`src/rtl/irqc_pkg.sv`:
```
package irqc_pkg;
  parameter int unsigned EVT_W = 24;

  typedef enum logic {
    OUT_LEVEL = 1'b0,
    OUT_PULSE = 1'b1
  } out_fmt_e;
endpackage

```
`src/rtl/irqc_rst_sync.sv`:
```
module irqc_rst_sync #(
  parameter int unsigned STAGES = 2
) (
  input  logic clk_i,
  input  logic rst_ni,
  output logic rst_no
);
  logic [STAGES-1:0] sync_q;

  always_ff @(posedge clk_i or negedge rst_ni) begin
    if (!rst_ni) sync_q <= '0;
    else         sync_q <= {sync_q[STAGES-2:0], 1'b1};
  end

  assign rst_no = sync_q[STAGES-1];
endmodule

```
`src/rtl/irqc_status_reg.sv`:
```
module irqc_status_reg #(
  parameter int unsigned W = 24
) (
  input  logic         clk_i,
  input  logic         rst_ni,
  input  logic [W-1:0] event_i,
  input  logic         clr_wr_i,
  input  logic [W-1:0] wr_data_i,
  output logic [W-1:0] stat_o
);
  logic [W-1:0] stat_q, stat_d, clr_vec;

  // set has priority over clear, bit by bit
  always_comb begin
    clr_vec = clr_wr_i ? wr_data_i : '0;
    stat_d  = (stat_q & ~clr_vec) | event_i;
  end

  always_ff @(posedge clk_i or negedge rst_ni) begin
    if (!rst_ni) stat_q <= '0;
    else         stat_q <= stat_d;
  end

  assign stat_o = stat_q;

  assert_evt_sets_R2: assert property (@(posedge clk_i) disable iff (!rst_ni)
    (event_i != '0) |=> ((stat_q & $past(event_i)) == $past(event_i)));

  assert_idle_hold_R3: assert property (@(posedge clk_i) disable iff (!rst_ni)
    (!clr_wr_i && event_i == '0) |=> $stable(stat_q));

  assert_clear_unless_set_R4: assert property (@(posedge clk_i) disable iff (!rst_ni)
    clr_wr_i |=> ((stat_q & $past(wr_data_i) & ~$past(event_i)) == '0));
endmodule

```
`src/rtl/irqc_mask_reg.sv`:
```
module irqc_mask_reg #(
  parameter int unsigned W = 24
) (
  input  logic         clk_i,
  input  logic         rst_ni,
  input  logic         wr_i,
  input  logic [W-1:0] wr_data_i,
  output logic [W-1:0] mask_o
);
  logic [W-1:0] mask_q, mask_d;

  always_comb begin
    mask_d = wr_i ? wr_data_i : mask_q;
  end

  always_ff @(posedge clk_i or negedge rst_ni) begin
    if (!rst_ni) mask_q <= '0;
    else         mask_q <= mask_d;
  end

  assign mask_o = mask_q;

  assert_mask_hold_R5: assert property (@(posedge clk_i) disable iff (!rst_ni)
    !wr_i |=> $stable(mask_q));

  assert_mask_load_R5: assert property (@(posedge clk_i) disable iff (!rst_ni)
    wr_i |=> (mask_q == $past(wr_data_i)));
endmodule

```
`src/rtl/irqc_out_gen.sv`:
```
module irqc_out_gen
  import irqc_pkg::*;
#(
  parameter int unsigned W = 24
) (
  input  logic         clk_i,
  input  logic         rst_ni,
  input  logic         tick_i,
  input  out_fmt_e     fmt_i,
  input  logic         invert_i,
  input  logic [W-1:0] stat_i,
  input  logic [W-1:0] mask_i,
  output logic         irq_o
);
  logic [W-1:0] masked, rise, prev_q, prev_d;
  logic         pend_q, pend_d, pulse_q, pulse_d;
  logic         any_edge, start, active;

  always_comb begin
    masked   = stat_i & mask_i;
    rise     = masked & ~prev_q;
    any_edge = pend_q | (|rise);
    start    = tick_i & ~pulse_q & any_edge;
    prev_d   = masked;
    if (fmt_i == OUT_LEVEL) begin
      pend_d  = 1'b0;
      pulse_d = 1'b0;
    end else if (start) begin
      pend_d  = 1'b0;
      pulse_d = 1'b1;
    end else begin
      pend_d  = any_edge;
      pulse_d = tick_i ? 1'b0 : pulse_q;
    end
  end

  always_ff @(posedge clk_i or negedge rst_ni) begin
    if (!rst_ni) begin
      prev_q  <= '0;
      pend_q  <= 1'b0;
      pulse_q <= 1'b0;
    end else begin
      prev_q  <= prev_d;
      pend_q  <= pend_d;
      pulse_q <= pulse_d;
    end
  end

  always_comb begin
    active = (fmt_i == OUT_PULSE) ? pulse_q : (|masked);
    irq_o  = ~(active ^ invert_i);
  end

  assert_pulse_waits_tick_R8: assert property (@(posedge clk_i) disable iff (!rst_ni)
    (!pulse_q && !tick_i) |=> !pulse_q);

  assert_pulse_holds_R8: assert property (@(posedge clk_i) disable iff (!rst_ni)
    (pulse_q && !tick_i && fmt_i == OUT_PULSE) |=> pulse_q);

  assert_pulse_gap_R10: assert property (@(posedge clk_i) disable iff (!rst_ni)
    (pulse_q && tick_i) |=> !pulse_q);

  assert_level_idle_R6: assert property (@(posedge clk_i) disable iff (!rst_ni)
    (fmt_i == OUT_LEVEL) |=> (!pulse_q && !pend_q));
endmodule

```
`src/rtl/irq_event_ctrl.sv`:
```
module irq_event_ctrl
  import irqc_pkg::*;
#(
  parameter int unsigned N_EVT = EVT_W
) (
  input  logic             clk_i,
  input  logic             rst_ni,
  input  logic             div_tick_i,
  input  logic [N_EVT-1:0] event_i,
  input  logic             stat_clr_wr_i,
  input  logic             mask_wr_i,
  input  logic [N_EVT-1:0] wr_data_i,
  input  logic             out_pulse_i,
  input  logic             out_invert_i,
  output logic [N_EVT-1:0] stat_o,
  output logic [N_EVT-1:0] mask_o,
  output logic             irq_o
);
  logic     rst_n_s;
  out_fmt_e fmt;

  assign fmt = out_fmt_e'(out_pulse_i);

  irqc_rst_sync #(.STAGES(2)) i_rst_sync (
    .clk_i (clk_i),
    .rst_ni(rst_ni),
    .rst_no(rst_n_s)
  );

  irqc_status_reg #(.W(N_EVT)) i_status (
    .clk_i    (clk_i),
    .rst_ni   (rst_n_s),
    .event_i  (event_i),
    .clr_wr_i (stat_clr_wr_i),
    .wr_data_i(wr_data_i),
    .stat_o   (stat_o)
  );

  irqc_mask_reg #(.W(N_EVT)) i_mask (
    .clk_i    (clk_i),
    .rst_ni   (rst_n_s),
    .wr_i     (mask_wr_i),
    .wr_data_i(wr_data_i),
    .mask_o   (mask_o)
  );

  irqc_out_gen #(.W(N_EVT)) i_out (
    .clk_i   (clk_i),
    .rst_ni  (rst_n_s),
    .tick_i  (div_tick_i),
    .fmt_i   (fmt),
    .invert_i(out_invert_i),
    .stat_i  (stat_o),
    .mask_i  (mask_o),
    .irq_o   (irq_o)
  );

  assert_masked_off_R7: assert property (@(posedge clk_i) disable iff (!rst_n_s)
    (mask_o == '0 && fmt == OUT_LEVEL) |-> (irq_o == ~out_invert_i));
endmodule

```
`config.mk`:
```
export PLATFORM = sky130hd
export DESIGN_NAME = irq_event_ctrl
export DESIGN_NICKNAME = d
export VERILOG_FILES = /design/src/rtl/irqc_pkg.sv /design/src/rtl/irqc_rst_sync.sv /design/src/rtl/irqc_status_reg.sv /design/src/rtl/irqc_mask_reg.sv /design/src/rtl/irqc_out_gen.sv /design/src/rtl/irq_event_ctrl.sv
export SDC_FILE = /design/constraint.sdc
export NUM_CORES = 1
export LEC_CHECK = 0
export ABC_CLOCK_PERIOD_IN_PS = 2640
export CORE_MARGIN = 2
export CORE_UTILIZATION = 35
export DETAILED_ROUTE_END_ITERATION = 16
export PLACE_DENSITY = 0.75
export RECOVER_POWER = 100
export SLEW_MARGIN = 20
export SYNTH_ARGS = -nofsm -noshare
export SYNTH_HDL_FRONTEND = slang
export SYNTH_SLANG_ARGS = --single-unit
```
`constraint.sdc`:
```
create_clock -name clk_i -period 2.64 [get_ports clk_i]
set_input_delay 0.528 -clock clk_i [delete_from_list [all_inputs] [get_ports clk_i]]
set_output_delay 0.528 -clock clk_i [all_outputs]
set_load 0.01 [all_outputs]
```
==> results of run 1 <==
through the flow:
stage	cell area [um2]	hold slack, ns	utilization, %
finish	4670	0.360	57.4
global route	4670	0.379	57.4
CTS	4620	0.326	56.8
detailed placement	4420	0.348	54.3
global placement	4420	0.339	54.3
floorplan	2890	0.232	-
worst max-delay path, delay by kind of cell, from the launching register on:
family / cells / cell delay [ns]
flip-flops: 1 / 0.40
buffers and inverters: 2 / 0.19
AND/OR/NAND/NOR: 2 / 0.65
XOR/XNOR: 1 / 0.17
AO/OA/AOI/OAI: 1 / 0.32
metal layers:
metal	part of all wire (%)	track usage (%)
met1	41	19.5
met2	52	27.8
met3	5.2	4.15
met4	1.6	6.64
met5	0	0
cells by family (layout without fill, tap and decap cells):
group                  count (synthesis)  in the layout  share of synthesized area, %
XOR/XNOR                               2              2                         0.605
flip-flops                            76             76                          65.7
multiplexers                          24             24                          9.34
AO/OA/AOI/OAI                         38             38                          9.77
AND/OR/NAND/NOR                       70             70                          10.9
other                                  1              1                         0.130
buffers and inverters                 27            197                          3.50
registers in the layout (all words and copies together), names as in the netlist:
name and flops:
i_mask.mask_o 24, i_out.pend_q 1, i_out.prev_q 24, i_out.pulse_q 1, i_rst_sync.sync_q 2, i_status.stat_o 24
cell usage in the layout (no fill, tap or decap), types with 2 or more instances in the layout:
cell type	netlist	layout
clkdlybuf4s50_1	0	101
dfrtp_1	76	75
buf_4	0	56
nand2_1	43	36
mux2_2	24	24
a21o_1	23	23
inv_1	21	19
nand2_2	5	12
clkbuf_8	0	10
o22ai_1	9	9
nor2_1	6	6
nand2b_1	4	4
clkbuf_1	5	4
inv_2	1	3
nand4_1	3	3
and2_1	3	2
xor2_1	2	2
clkinv_2	0	2
where the power goes:
part,leakage (nW),total (mW),internal (mW),switching [mW]
logic,1.23,0.581,0.364,0.217
clock network,0.0844,0.752,0.366,0.386
registers,0.862,1.35,1.27,0.0763
total,2.17,2.68,2.00,0.679
what timing repair did:
| item | 4_1_cts | 5_1_grt |
|---|---|---|
| setup buffers | 2 | 4 |
| resized for setup | 11 | 8 |
| pin swaps | 2 | 6 |
| endpoints found under the setup margin | 1 | 1 |
cell type report:
| cell class | count | area (um2) | share of cell area, % |
|---|---|---|---|
| flip-flops and latches | 76 | 1910 | 40.8 |
| repair buffers | 159 | 1450 | 31.0 |
| multi-input cells | 135 | 941 | 20.2 |
| clock buffers | 14 | 153 | 3.27 |
| well taps | 105 | 131 | 2.81 |
| inverters | 22 | 82.6 | 1.77 |
| clock inverters | 2 | 10.0 | 0.214 |
worst min path at each step:
stage | startpoint | to | slack [ns] | cells after the start
6_report | i_rst_sync.sync_q[0] | i_rst_sync.sync_q[1] | 0.36 | 0
5_1_grt | i_rst_sync.sync_q[0] | i_rst_sync.sync_q[1] | 0.38 | 0
4_1_cts | rst_ni | i_rst_sync.sync_q[1] | 0.33 | 1
3_5_place_dp | i_rst_sync.sync_q[0] | i_rst_sync.sync_q[1] | 0.35 | 0
3_3_place_gp | i_rst_sync.sync_q[0] | i_rst_sync.sync_q[1] | 0.34 | 0
2_1_floorplan | rst_ni | i_rst_sync.sync_q[0] | 0.23 | 0
==> flow_metrics.tcl, run 1 <==
set metrics [dict create \
    cp_data_arrival_time_ns 2.07 \
    synth_nets 293 \
    drv_cap 0 \
    worstPathCellList "nand2_2 > inv_2 > or4_1 > o41ai_4 > xor2_1 > buf_2" \
    leakagePower_nw 2.17 \
    ir_worst_vdd_mv 0.314 \
    ioPinCount 104 \
    die_x_um 94.9 \
    synth_seq_cells 76 \
    coreArea_mm2 0.00813 \
    nets 458 \
    cts_tree "built" \
    synth_common_cells "dfrtp_1 (76), nand2_1 (43), mux2_2 (24)" \
    status "finished, final reports clean" \
    insertion_delay_ns 0.34 \
    power_mw 2.68 \
    synth_edf_count 0 \
    drv_slew 0 \
    drtIter0Drc 62 \
    setup_ws_ns 0.0458 \
    setup.worst_path.end "irq_o" \
    path_max_fanout 2 \
    cts_buffers 9 \
    ys_async_sr_fraction_pct 100 \
    num-fill-cells 697 \
    end_kind "output port" \
    period_needed_ns 2.59 \
    post-place-ws_ns -0.0840 \
    max_slew.worst_pin.slew_ns 0.930 \
    cts_buffer_depth 2 \
    yosysTopAreaCellShare_pct 65.7 \
    setup_viol 0 \
    cp-start-kind "flop" \
    ys_seq_area_share_pct 65.7 \
    synth_ff_type "dfrtp_1" \
    grt_max_degree 75 \
    antenna_found_initial 0 \
    grt_pass1_wl_um 11000 \
    viasPerCell 4.55 \
    portBuffers 103 \
    drt-wirelength-per-cell_um 13.8 \
    grtUsageTotal_pct 16.3 \
    antenna_cells 0 \
    synth_top_area_cell "dfrtp_1" \
    yosysUniqueCellTypes 25 \
    initial_utilization_pct 35.6 \
    cp.required_ns 2.11 \
    root_buffer "clkbuf_8" \
    crit_start "i_status.stat_o[18]" \
    synth_most_common_cell "dfrtp_1" \
    ant_nets 0 \
    dp.cells 491 \
    vias 2332 \
    gp_congestion 0.763 \
    drtPass1Iterations 4 \
    ctsHtreeMaxLevel 3 \
    finalHoldViolCount 0 \
    synthCells 238 \
    ys_top_cells_by_area "dfrtp_1 (66%), mux2_2 (9.3%), a21o_1 (6.0%)" \
    r2r_end "i_out.pulse_q" \
    syn_to_final_growth_pct 61.3 \
    r2r_cells 5 \
    crit_slowest_cell "or4_1" \
    syn_area_per_cell_um2 12.2 \
    die_area_mm2 0.00901 \
    overflow 0 \
    first_global_vias 2454 \
    critPathKind "reg2out" \
    skew_ns 0.00472 \
    wirelength_um 7070 \
    fmaxAchievable_mhz 385 \
    rows 33 \
    relSlewSlack_pct 38.0 \
    ff2ff_setup_slack_ns 1.24 \
    cellPowerDensity_mw_per_mm2 574 \
    hold_path.class "reg2reg" \
    synth.cell_area_mm2 0.00289 \
    post_route_cells_drive_above_1_share_pct 27.9 \
    max_stage_delay_ns 0.57 \
    path_clk_slew_ns 0.07 \
    worstReg2RegStart "i_status.stat_o[1]" \
    stdcell_count 513 \
    die_h_um 94.9 \
    fin_crit_sh_pct 98.3 \
    ctsHoldBuffers 0 \
    rsz0062_at_grt "true" \
    cts.sinks 76 \
    yosysWarnings 0 \
    hpwl_um 5200 \
    drc_errors 0 \
    tns_ns 0 \
]
Note: power is estimated with default switching activity, not from simulation.
==> inputs of run 2 (changes only) <==
Settings changed: ABC_AREA from default to 1, PLACE_DENSITY 0.75 to 0.74.
==> run 2 against run 1 <==
Net effect:
- the run now ends with max-capacitance violations, max-slew violations left
- global-route usage fell by 1.3 points
- final cell count fell by 2.3%
- setup slack improved by 0.28 ns
- clock-buffer cell count fell by 5
- via count fell by 2.2%
- maximum frequency rose by 12%
- largest power group unchanged
==> flow_metrics.tcl, run 2 <==
set metrics [dict create \
    hold_path.class "reg2reg" \
    layout_commonest_cell "nand2_1" \
    yosysWarnings 0 \
    ir_worst_vdd_mv 0.286 \
    dp.cells 485 \
    viasPerCell 4.55 \
    hold_depth 0 \
    ctsHtreeMaxLevel 3 \
    period_needed_ns 2.32 \
    synth.cell_area_mm2 0.00301 \
    max_slew.worst_pin.slew_ns 1.59 \
    first_global_vias 2428 \
    cellPowerDensity_mw_per_mm2 606 \
    synth_common_cells "nand2_1 (78), dfrtp_1 (76), inv_1 (28)" \
    hold_end "i_rst_sync.sync_q[1]" \
    synth_most_common_cell "nand2_1" \
    post_route_cells_drive_above_1_share_pct 5.56 \
    gp_congestion 0.732 \
    r2r_end "i_out.prev_q[17]" \
    relSlewSlack_pct -5.71 \
    cp.required_ns 2.86 \
    cp_data_arrival_time_ns 2.54 \
    ioPinCount 104 \
    synth_seq_cells 76 \
    cp-start-kind "input port" \
    stdcell_area_mm2 0.00433 \
    ys_seq_area_share_pct 63.3 \
    fin_crit_sh_pct 87.7 \
    die_area_mm2 0.00935 \
    coreArea_mm2 0.00826 \
    tns_ns 0 \
    violations "max-capacitance violations, max-slew violations" \
    antenna_cells 0 \
    r2r_cells 0 \
    finalHoldViolCount 0 \
    cts_buffer_depth 2 \
    nets 446 \
    critPathKind "in2reg" \
    root_buffer "clkbuf_8" \
    overflow 0 \
    insertion_delay_ns 0.34 \
    yosysUniqueCellTypes 22 \
    hp-start "i_rst_sync.sync_q[0]" \
    antenna_found_initial 0 \
    rows 33 \
    cts_tree "built" \
    synth_ff_type "dfrtp_1" \
    grt_pass1_wl_um 11300 \
    end_kind "flop" \
    worstReg2RegStart "i_rst_sync.sync_q[1]" \
    path_clk_slew_ns 0.08 \
    grt_max_degree 75 \
    initial_utilization_pct 36.4 \
    synthCells 280 \
    drv_slew 75 \
    die_h_um 96.7 \
    fmaxAchievable_mhz 432 \
    die_x_um 96.7 \
    portBuffers 103 \
    synth_nets 335 \
    drtPass1Iterations 4 \
    drtIter0Drc 116 \
    cts_setup_buffers 0 \
    ys_top_cells_by_area "dfrtp_1 (63%), nand2_1 (9.7%), mux2_1 (7.5%)" \
    drt-wirelength-per-cell_um 13.3 \
    syn_area_per_cell_um2 10.7 \
    vias 2281 \
    num-fill-cells 742 \
    cts.sinks 76 \
    layout_common_cells "nand2_1 (78), dfrtp_1 (75), clkdlybuf4s50_1 (51), dlygate4sd3_1 (51), inv_1 (30)" \
    stdcell_count 501 \
    status "finished, violations left" \
    drc_errors 0 \
    synth_top_area_cell "dfrtp_1" \
    drv_cap 1 \
    leakagePower_nw 2.01 \
    wirelength_um 6640 \
    synth_edf_count 0 \
    ys_async_sr_fraction_pct 100 \
    yosysTopAreaCellShare_pct 63.3 \
    grtUsageTotal_pct 15.0 \
    skew_ns 0.00678 \
    cts_buffers 9 \
    rsz0062_at_grt "false" \
    syn_to_final_growth_pct 44.1 \
    setup_viol 0 \
    ff2ff_setup_slack_ns 0.99 \
    path_max_fanout 24 \
    ant_nets 0 \
    dpl_cell_area_mm2 0.00415 \
    hpwl_um 4900 \
]
-- run 2: changes by cell type in the layout (fill, tap and decap cells not counted), moves of 11 or more --
cell,previous run,this run
buf_4,56,0
clkdlybuf4s50_1,101,51
dlygate4sd3_1,1,51
nand2_1,36,78
mux2_1,0,20
mux2_2,24,4
nor2_1,6,21
nand2_2,12,0
inv_1,19,30
-- run 2: worst max-delay path by stage --
stage / from / to / slack, ns
after floorplan: i_rst_sync.sync_q[1] / i_mask.mask_o[0] / 0.37
after global placement: out_pulse_i / irq_o / 0.24
after detailed placement: out_pulse_i / irq_o / 0.22
after CTS: i_status.stat_o[0] / irq_o / 0.05
after global routing: mask_wr_i / i_mask.mask_o[0] / 0.18
final: mask_wr_i / i_mask.mask_o[0] / 0.32
-- run 2: cell type report --
type	instances	area, um2	share of cell area [%]
clock inverter	7	67.6	1.56
sequential	76	1900	43.9
inverter	30	113	2.60
timing repair buffer	105	1040	24.0
multi-input combinational	169	952	22.0
tap	105	131	3.03
clock buffer	9	124	2.86
-- run 2: kinds of logic (layout without fill, tap and decap cells) --
| logic type | count (synthesis) | count (layout) | share of synthesized area, % |
|---|---|---|---|
| AO/OA/AOI/OAI | 29 | 29 | 6.99 |
| buffers and inverters | 35 | 151 | 4.99 |
| flip-flops | 76 | 76 | 63.3 |
| multiplexers | 24 | 24 | 8.99 |
| other | 1 | 1 | 0.125 |
| AND/OR/NAND/NOR | 115 | 115 | 15.6 |
-- run 2: routing by layer --
layer  track usage, %  up-vias  share of wire (%)
li1                 -     1096                  -
met1             17.5     1106                 42
met2             26.0       76                 51
met3             5.85        3                6.4
met4             3.36        0               0.45
met5                0        -                  0
-- run 2: timing repair --
item | CTS | global route
endpoints found under the setup margin | 0 | 1
hold buffers | 0 | 0
endpoints found under the hold margin | 0 | 0
resized for setup | 0 | 3
-- run 2: metrics by stage --
step / power [mW] / setup WS [ns] / hold slack (ns) / util (%)
floorplan: 1.56 / 0.367 / 0.232 / -
global placement: 1.82 / 0.241 / 0.339 / 50.3
detailed placement: 1.84 / 0.221 / 0.343 / 50.3
CTS: 2.70 / 0.0506 / 0.320 / 52.6
global route: 2.78 / 0.177 / 0.366 / 52.5
finish: 2.63 / 0.324 / 0.359 / 52.5
-- run 2: critical path, cell delays in order --
cell and delay, ns:
dlygate4sd3_1 0.52, clkbuf_1 1.06, mux2_2 0.43
-- run 2: power breakdown --
| group | total [mW] | switching (mW) | leakage, nW | internal (mW) |
|---|---|---|---|---|
| clock | 0.853 | 0.422 | 0.0910 | 0.431 |
| sequential | 1.34 | 0.0743 | 0.862 | 1.27 |
| combinational | 0.429 | 0.190 | 1.05 | 0.239 |
| total | 2.63 | 0.687 | 2.01 | 1.94 |
